**src/rtl/idx_lsu_pkg.sv**
```systemverilog
package idx_lsu_pkg;
  localparam int unsigned XLEN   = 32;
  localparam int unsigned RIDX_W = 5;
  localparam int unsigned FLD_D  = 21;
  localparam int unsigned FLD_A  = 16;
  localparam int unsigned FLD_B  = 11;

  localparam logic [1:0] SZ_BYTE = 2'd0;
  localparam logic [1:0] SZ_HALF = 2'd1;
  localparam logic [1:0] SZ_WORD = 2'd2;

  typedef enum logic [3:0] {
    OPC_LD_B, OPC_LD_B_UPD, OPC_LD_H, OPC_LD_H_UPD,
    OPC_LD_HS, OPC_LD_HS_UPD, OPC_LD_W, OPC_LD_W_UPD,
    OPC_ST_B, OPC_ST_B_UPD, OPC_ST_H, OPC_ST_H_UPD,
    OPC_ST_W, OPC_EXT_LD, OPC_EXT_ST, OPC_HINT
  } lsu_op_e;

  typedef enum logic [1:0] { LK_ZB, LK_ZH, LK_SH, LK_W } ld_kind_e;

  typedef struct packed {
    logic [XLEN-1:0]   ea;
    logic [XLEN-1:0]   wdata;
    logic [1:0]        size;
    ld_kind_e          kind;
    logic              is_load;
    logic              is_upd;
    logic              go_mem;
    logic              f_ill;
    logic              f_acc;
    logic              f_aln;
    logic [RIDX_W-1:0] d_idx;
    logic [RIDX_W-1:0] a_idx;
  } dec_t;

  function automatic logic [XLEN-1:0] eff_addr(input logic [RIDX_W-1:0] a_idx,
                                               input logic [XLEN-1:0] a_val,
                                               input logic [XLEN-1:0] b_val,
                                               input logic upd);
    logic [XLEN-1:0] sum;
    sum = a_val + b_val;
    return (!upd && a_idx == '0) ? b_val : sum;
  endfunction

  function automatic logic [XLEN-1:0] fit_load(input ld_kind_e k, input logic [XLEN-1:0] d);
    logic [XLEN-1:0] r;
    case (k)
      LK_ZB:   r = {{(XLEN-8){1'b0}}, d[7:0]};
      LK_ZH:   r = {{(XLEN-16){1'b0}}, d[15:0]};
      LK_SH:   r = {{(XLEN-16){d[15]}}, d[15:0]};
      default: r = d;
    endcase
    return r;
  endfunction

  function automatic logic [XLEN-1:0] fit_store(input logic [1:0] sz, input logic [XLEN-1:0] d);
    logic [XLEN-1:0] r;
    case (sz)
      SZ_BYTE: r = {{(XLEN-8){1'b0}}, d[7:0]};
      SZ_HALF: r = {{(XLEN-16){1'b0}}, d[15:0]};
      default: r = d;
    endcase
    return r;
  endfunction
endpackage

```
**src/rtl/idx_lsu_decode.sv**
```systemverilog
module idx_lsu_decode
  import idx_lsu_pkg::*;
(
  input  lsu_op_e         op_i,
  input  logic [XLEN-1:0] instr_i,
  input  logic [XLEN-1:0] a_val_i,
  input  logic [XLEN-1:0] b_val_i,
  input  logic [XLEN-1:0] s_val_i,
  input  logic            ext_en_i,
  output dec_t            dec_o
);
  logic [RIDX_W-1:0] d_idx, a_idx;
  logic [1:0]        size;
  ld_kind_e          kind;
  logic              upd, is_load, is_ext, is_hint;
  logic [XLEN-1:0]   ea;
  logic              unused_fmt;

  assign d_idx = instr_i[FLD_D +: RIDX_W];
  assign a_idx = instr_i[FLD_A +: RIDX_W];
  assign unused_fmt = ^{instr_i[XLEN-1:FLD_D+RIDX_W], instr_i[FLD_A-1:FLD_B], instr_i[FLD_B-1:0]};

  always_comb begin
    upd = 1'b0; is_load = 1'b0; is_ext = 1'b0; is_hint = 1'b0;
    size = SZ_WORD; kind = LK_W;
    case (op_i)
      OPC_LD_B, OPC_LD_B_UPD:   begin is_load = 1'b1; size = SZ_BYTE; kind = LK_ZB; end
      OPC_LD_H, OPC_LD_H_UPD:   begin is_load = 1'b1; size = SZ_HALF; kind = LK_ZH; end
      OPC_LD_HS, OPC_LD_HS_UPD: begin is_load = 1'b1; size = SZ_HALF; kind = LK_SH; end
      OPC_LD_W, OPC_LD_W_UPD:   begin is_load = 1'b1; end
      OPC_ST_B, OPC_ST_B_UPD:   size = SZ_BYTE;
      OPC_ST_H, OPC_ST_H_UPD:   size = SZ_HALF;
      OPC_ST_W:                 size = SZ_WORD;
      OPC_EXT_LD:               begin is_load = 1'b1; is_ext = 1'b1; end
      OPC_EXT_ST:               is_ext = 1'b1;
      default:                  is_hint = 1'b1;
    endcase
    upd = op_i inside {OPC_LD_B_UPD, OPC_LD_H_UPD, OPC_LD_HS_UPD, OPC_LD_W_UPD,
                       OPC_ST_B_UPD, OPC_ST_H_UPD};
  end

  assign ea = eff_addr(a_idx, a_val_i, b_val_i, upd);

  always_comb begin
    dec_o         = '0;
    dec_o.ea      = ea;
    dec_o.wdata   = fit_store(size, s_val_i);
    dec_o.size    = size;
    dec_o.kind    = kind;
    dec_o.is_load = is_load;
    dec_o.is_upd  = upd;
    dec_o.d_idx   = d_idx;
    dec_o.a_idx   = a_idx;
    dec_o.f_ill   = upd && (a_idx == '0 || (is_load && a_idx == d_idx));
    dec_o.f_acc   = is_ext && !ext_en_i;
    dec_o.f_aln   = (op_i == OPC_EXT_ST) && ext_en_i && (ea[1:0] != 2'b00);
    dec_o.go_mem  = !is_hint && !dec_o.f_ill && !dec_o.f_acc && !dec_o.f_aln;
  end
endmodule

```
**src/rtl/idx_lsu_shape.sv**
```systemverilog
module idx_lsu_shape
  import idx_lsu_pkg::*;
(
  input  ld_kind_e        kind_i,
  input  logic [XLEN-1:0] raw_i,
  output logic [XLEN-1:0] res_o
);
  assign res_o = fit_load(kind_i, raw_i);
endmodule

```
**src/rtl/idx_lsu.sv**
```systemverilog
module idx_lsu
  import idx_lsu_pkg::*;
(
  input  logic              clk,
  input  logic              rst_n,
  input  logic              req_valid,
  output logic              req_ready,
  input  logic [3:0]        req_op,
  input  logic [XLEN-1:0]   req_instr,
  input  logic [XLEN-1:0]   ra_val,
  input  logic [XLEN-1:0]   rb_val,
  input  logic [XLEN-1:0]   rs_val,
  input  logic [XLEN-1:0]   ext_ctl,
  output logic              mem_valid,
  input  logic              mem_ack,
  output logic [XLEN-1:0]   mem_addr,
  output logic [1:0]        mem_size,
  output logic              mem_we,
  output logic [XLEN-1:0]   mem_wdata,
  input  logic [XLEN-1:0]   mem_rdata,
  output logic              ld_valid,
  output logic [RIDX_W-1:0] ld_idx,
  output logic [XLEN-1:0]   ld_data,
  output logic              wb_valid,
  output logic [RIDX_W-1:0] wb_idx,
  output logic [XLEN-1:0]   wb_data,
  output logic              done,
  output logic [XLEN-1:0]   done_ea,
  output logic              flag_illegal,
  output logic              flag_access,
  output logic              flag_align
);
  typedef enum logic [1:0] { SQ_IDLE, SQ_MEM, SQ_RSP } seq_e;

  seq_e            st_q;
  dec_t            dec_c, dec_q;
  logic [XLEN-1:0] ld_c, ld_q;
  logic            accept_evt, mem_fire, rsp_evt;
  logic            unused_ctl;

  assign unused_ctl = ^ext_ctl[XLEN-2:0];

  idx_lsu_decode u_dec (
    .op_i     (lsu_op_e'(req_op)),
    .instr_i  (req_instr),
    .a_val_i  (ra_val),
    .b_val_i  (rb_val),
    .s_val_i  (rs_val),
    .ext_en_i (ext_ctl[XLEN-1]),
    .dec_o    (dec_c)
  );

  idx_lsu_shape u_shp (
    .kind_i (dec_q.kind),
    .raw_i  (mem_rdata),
    .res_o  (ld_c)
  );

  // named events for the checker
  assign accept_evt = req_valid && req_ready;
  assign mem_fire   = mem_valid && mem_ack;
  assign rsp_evt    = (st_q == SQ_RSP);

  always_ff @(posedge clk or negedge rst_n) begin
    if (!rst_n) begin
      st_q  <= SQ_IDLE;
      dec_q <= '0;
      ld_q  <= '0;
    end else begin
      case (st_q)
        SQ_IDLE: if (accept_evt) begin
          dec_q <= dec_c;
          st_q  <= dec_c.go_mem ? SQ_MEM : SQ_RSP;
        end
        SQ_MEM: if (mem_ack) begin
          ld_q <= ld_c;
          st_q <= SQ_RSP;
        end
        default: st_q <= SQ_IDLE;
      endcase
    end
  end

  assign req_ready    = (st_q == SQ_IDLE);
  assign mem_valid    = (st_q == SQ_MEM);
  assign mem_addr     = dec_q.ea;
  assign mem_size     = dec_q.size;
  assign mem_we       = !dec_q.is_load;
  assign mem_wdata    = dec_q.wdata;

  assign done         = rsp_evt;
  assign done_ea      = dec_q.ea;
  assign ld_valid     = rsp_evt && dec_q.go_mem && dec_q.is_load;
  assign ld_idx       = dec_q.d_idx;
  assign ld_data      = ld_q;
  assign wb_valid     = rsp_evt && dec_q.go_mem && dec_q.is_upd;
  assign wb_idx       = dec_q.a_idx;
  assign wb_data      = dec_q.ea;
  assign flag_illegal = rsp_evt && dec_q.f_ill;
  assign flag_access  = rsp_evt && dec_q.f_acc;
  assign flag_align   = rsp_evt && dec_q.f_aln;
endmodule

```
**config.mk**
```make
export PLATFORM = sky130hd
export DESIGN_NAME = idx_lsu
export DESIGN_NICKNAME = d
export VERILOG_FILES = /design/src/rtl/idx_lsu_pkg.sv /design/src/rtl/idx_lsu_decode.sv /design/src/rtl/idx_lsu_shape.sv /design/src/rtl/idx_lsu.sv
export SDC_FILE = /design/constraint.sdc
export NUM_CORES = 1
export LEC_CHECK = 0
export ABC_AREA = 0
export BUFFER_PORTS_ARGS = -buffer_cell sky130_fd_sc_hd__buf_4
export CAP_MARGIN = 20
export CELL_PAD_IN_SITES_DETAIL_PLACEMENT = 0
export CELL_PAD_IN_SITES_GLOBAL_PLACEMENT = 2
export CORE_UTILIZATION = 26
export CTS_BUF_LIST = sky130_fd_sc_hd__clkbuf_8
export DETAILED_ROUTE_END_ITERATION = 10
export GPL_TIMING_DRIVEN = 1
export HOLD_SLACK_MARGIN = 0.1
export PLACE_DENSITY = 0.94
export SYNTH_ARGS = -nofsm -noshare
export SYNTH_HDL_FRONTEND = slang
export SYNTH_SLANG_ARGS = --single-unit
```
**constraint.sdc**
```tcl
create_clock -name clk -period 2.45 [get_ports clk]
set_clock_uncertainty 0.1 [all_clocks]
set_input_delay 0.1225 -clock clk [delete_from_list [all_inputs] [get_ports clk]]
set_output_delay 0.1225 -clock clk [all_outputs]
set_load 0.05 [all_outputs]
```
==> flow_summary.yaml <==
clock_network:
  htree_levels: 4
  cts_tree: "done"
  cts_buffers: 17
  cts_sinks: 118
  clk_pin_slew_worst_paths_ps: 70
  cts.root.buffer_cell: "clkbuf_8"
  clock_latency_ps: 440
  cts_buffer_depth: 2
logic_synthesis:
  synth_seq_area_share_pct: 38.5
  syn_avg_cell_area_sq_um: 8.63
  yosysTopAreaCell: "dfrtp_1"
  synth_top_flop_cell: "dfrtp_1"
  syn_nets: 1121
  ys_ff_latch: 118
  ys_warn_count: 0
  syn-instance-count: 889
  synth_top_area_share_pct: 38.5
  synth.area.top_cells: "dfrtp_1 (38%), buf_4 (14%), nand2_1 (7.1%)"
  async_flop_share_pct: 100
  ys_types: 57
  synth-edff-count: 0
  syn_area_sq_um: 7670
global_routing:
  grt_pass1_vias: 7462
  overflow: 0
  grt.total_usage_pct: 16.6
  grt_pass1_wl_um: 39800
  grt_max_degree: 119
  grt_antenna_before_repair: 0
sta:
  period_needed_ps: 2380
  finalHoldViolations: 0
  setup_violations: 0
  drv_slew: 0
  whs_ps: 141
  slew_headroom_pct: 48.7
  worst_slack_ps: 73.6
  rsz0062_at_grt: "no"
  post-route-period-util_pct: 97.0
  tightest_slew_ps: 766
  fmax_mhz: 421
route:
  routedWlPerCell_um: 15.4
  vias: 7392
  drt_wl_total_um: 25300
  vias_per_cell: 4.51
  drc: 0
  drt-pass1-iter-count: 5
  antenna_left: 0
  drt_first_iter_violations: 412
floorplan:
  dieArea_sq_um: 30200
  fp-row-count: 62
  initial_core_util_pct: 26.6
  ios: 381
  core_sq_um: 28900
  die_h_um: 174
  die_x_um: 174
layout:
  layout.cells.most_common_list: "buf_4 (385), nand2_1 (143), dlygate4sd3_1 (128)"
  area_growth_pct: 52.0
  diodes: 0
  fin_nets: 1475
  final_common_cell: "buf_4"
  layout-drive-gt1-share_pct: 36.6
  fin_cells: 1640
power:
  p_int_mw: 6.73
  clockPowerShare_pct: 11.6
  peakVddDrop_mv: 0.978
  totalPowerFinal_mw: 15.5
  power.density_nw_per_um2: 1330
  swShare_pct: 56.6
  pwr-share-seq_pct: 23.4
  pwr-share-comb_pct: 65.0
  leakage_nw: 5.79
  p_sw_mw: 8.76
placed_design:
  place_inst: 1479
  gp_congestion: 0.888
  io_buffers: 327
  dp_slack_ps: -357
  hpwl_um: 18200
critical_path:
  crit_family: "compound AO/OA/AOI/OAI gates"
  path_buf_inv: 2
  critPathKind: "in2reg"
  cp_slowest_stage_delay_ps: 550
  crit_path_end_kind: "flop"
  arrival_ps: 2600
  start_kind: "input port"
  required_ps: 2670
  cpMaxStageDelayCell: "dlygate4sd3_1"
  cp_cell_sequence: "dlygate4sd3_1 > buf_4 > ha_1 > nor2_2 > o211ai_4 > a41oi_2 > a31oi_1 > a211oi_2 > o211ai_2 > a31oi_2 > xor2_1 > a21oi_1"
  worstPathMaxFanout: 4
status:
  outcome: "completed"
job:
  maxCapViolations: 0
hold_path:
  min_path_type: "in2reg"
[synthesized netlist by cell type, drive strengths merged (6+ instances only)]
master / count
a21o: 15
a21oi: 82
a22o: 32
a31oi: 14
and2: 6
and3: 12
buf: 146
clkbuf: 36
dfrtp: 118
ha: 31
inv: 11
mux2: 8
nand2: 145
nand3: 17
nor2: 61
nor2b: 8
nor3: 11
o21ai: 51
or3: 6
xnor2: 17
xor2: 12
[registers in the layout, summed over array words and instances, names as in the netlist]
register	count
done_ea	32
ld_data	32
mem_wdata	32
dec_q	8
ld_idx	5
wb_idx	5
mem_size	2
st_q	2
[per-layer routing]
layer | vias up | part of all wire, % | track usage (%)
li1 | 3633 | - | -
met4 | 0 | 1.3 | 4.57
met5 | - | 0 | 0
met3 | 19 | 4.7 | 2.87
met2 | 221 | 51 | 29.5
met1 | 3519 | 43 | 20.3
[cells by family after synthesis]
group                    synth area share (%)
AO/OA/AOI/OAI                            19.0
XOR/XNOR                                 3.31
adder cells (fa/ha/maj)                  5.32
buffers and inverters                    16.3
flip-flops                               38.5
multiplexers                             1.30
AND/OR/NAND/NOR                          16.3
[path summary, 6_finish.rpt]
path | from | endpoint | slack [ps] | depth (start not counted)
worst max-delay path | rb_val[6] | done_ea[25]$_DFFE_PN0P_ | 70 | 12
worst min-delay path | ra_val[28] | done_ea[28]$_DFFE_PN0P_ | 140 | 4
worst max register to register | st_q[0]$_DFFE_PN0P_ | dec_q[15]$_DFFE_PN0P_ | 120 | 5
worst min register to register | mem_wdata[11]$_DFFE_PN0P_ | mem_wdata[11]$_DFFE_PN0P_ | 370 | 2
max in group asynchronous | rst_n | ld_data[30]$_DFFE_PN0P_ | 1470 | 3
min in group asynchronous | rst_n | done_ea[11]$_DFFE_PN0P_ | 170 | 3
[area by class of cell]
type	instances	area (sq um)
inverter	11	41.3
timing repair buffer	517	4250
multi-input combinational	578	3560
clock buffer	17	234
fill	2904	17200
sequential	118	2950
clock inverter	15	149
tap	384	480
[worst min-delay path, cell delays in order]
cell and delay, ps:
buf_4 80, ha_1 230, xnor2_1 150, a21oi_1 60
[per-stage QoR]
step	instance area, sq um	util [%]	setup TNS, ps
final	11700	40.4	0
after global placement	9930	34.4	-1850
after detailed placement	9930	34.4	-2010
after global routing	11700	40.4	0
after floorplan	7680	-	0
after CTS	11600	40.2	0
[power groups by stage]
stage / Clock, mW / Sequential, mW / Combinational [mW]
after floorplan: 0 / 4.17 / 7.64
after global placement: 0 / 3.63 / 9.83
after detailed placement: 0 / 3.67 / 9.87
after CTS: 1.87 / 3.63 / 10.1
after global routing: 1.95 / 3.77 / 10.5
final: 1.80 / 3.62 / 10.1
[repair_timing]
action	4_1_cts	5_1_grt
hold endpoints to repair	235	0
setup buffers	0	0
hold buffers	128	0
gates resized for setup	0	14
setup endpoints to repair	0	9
No activity file was read; power rests on OpenSTA's default activity.
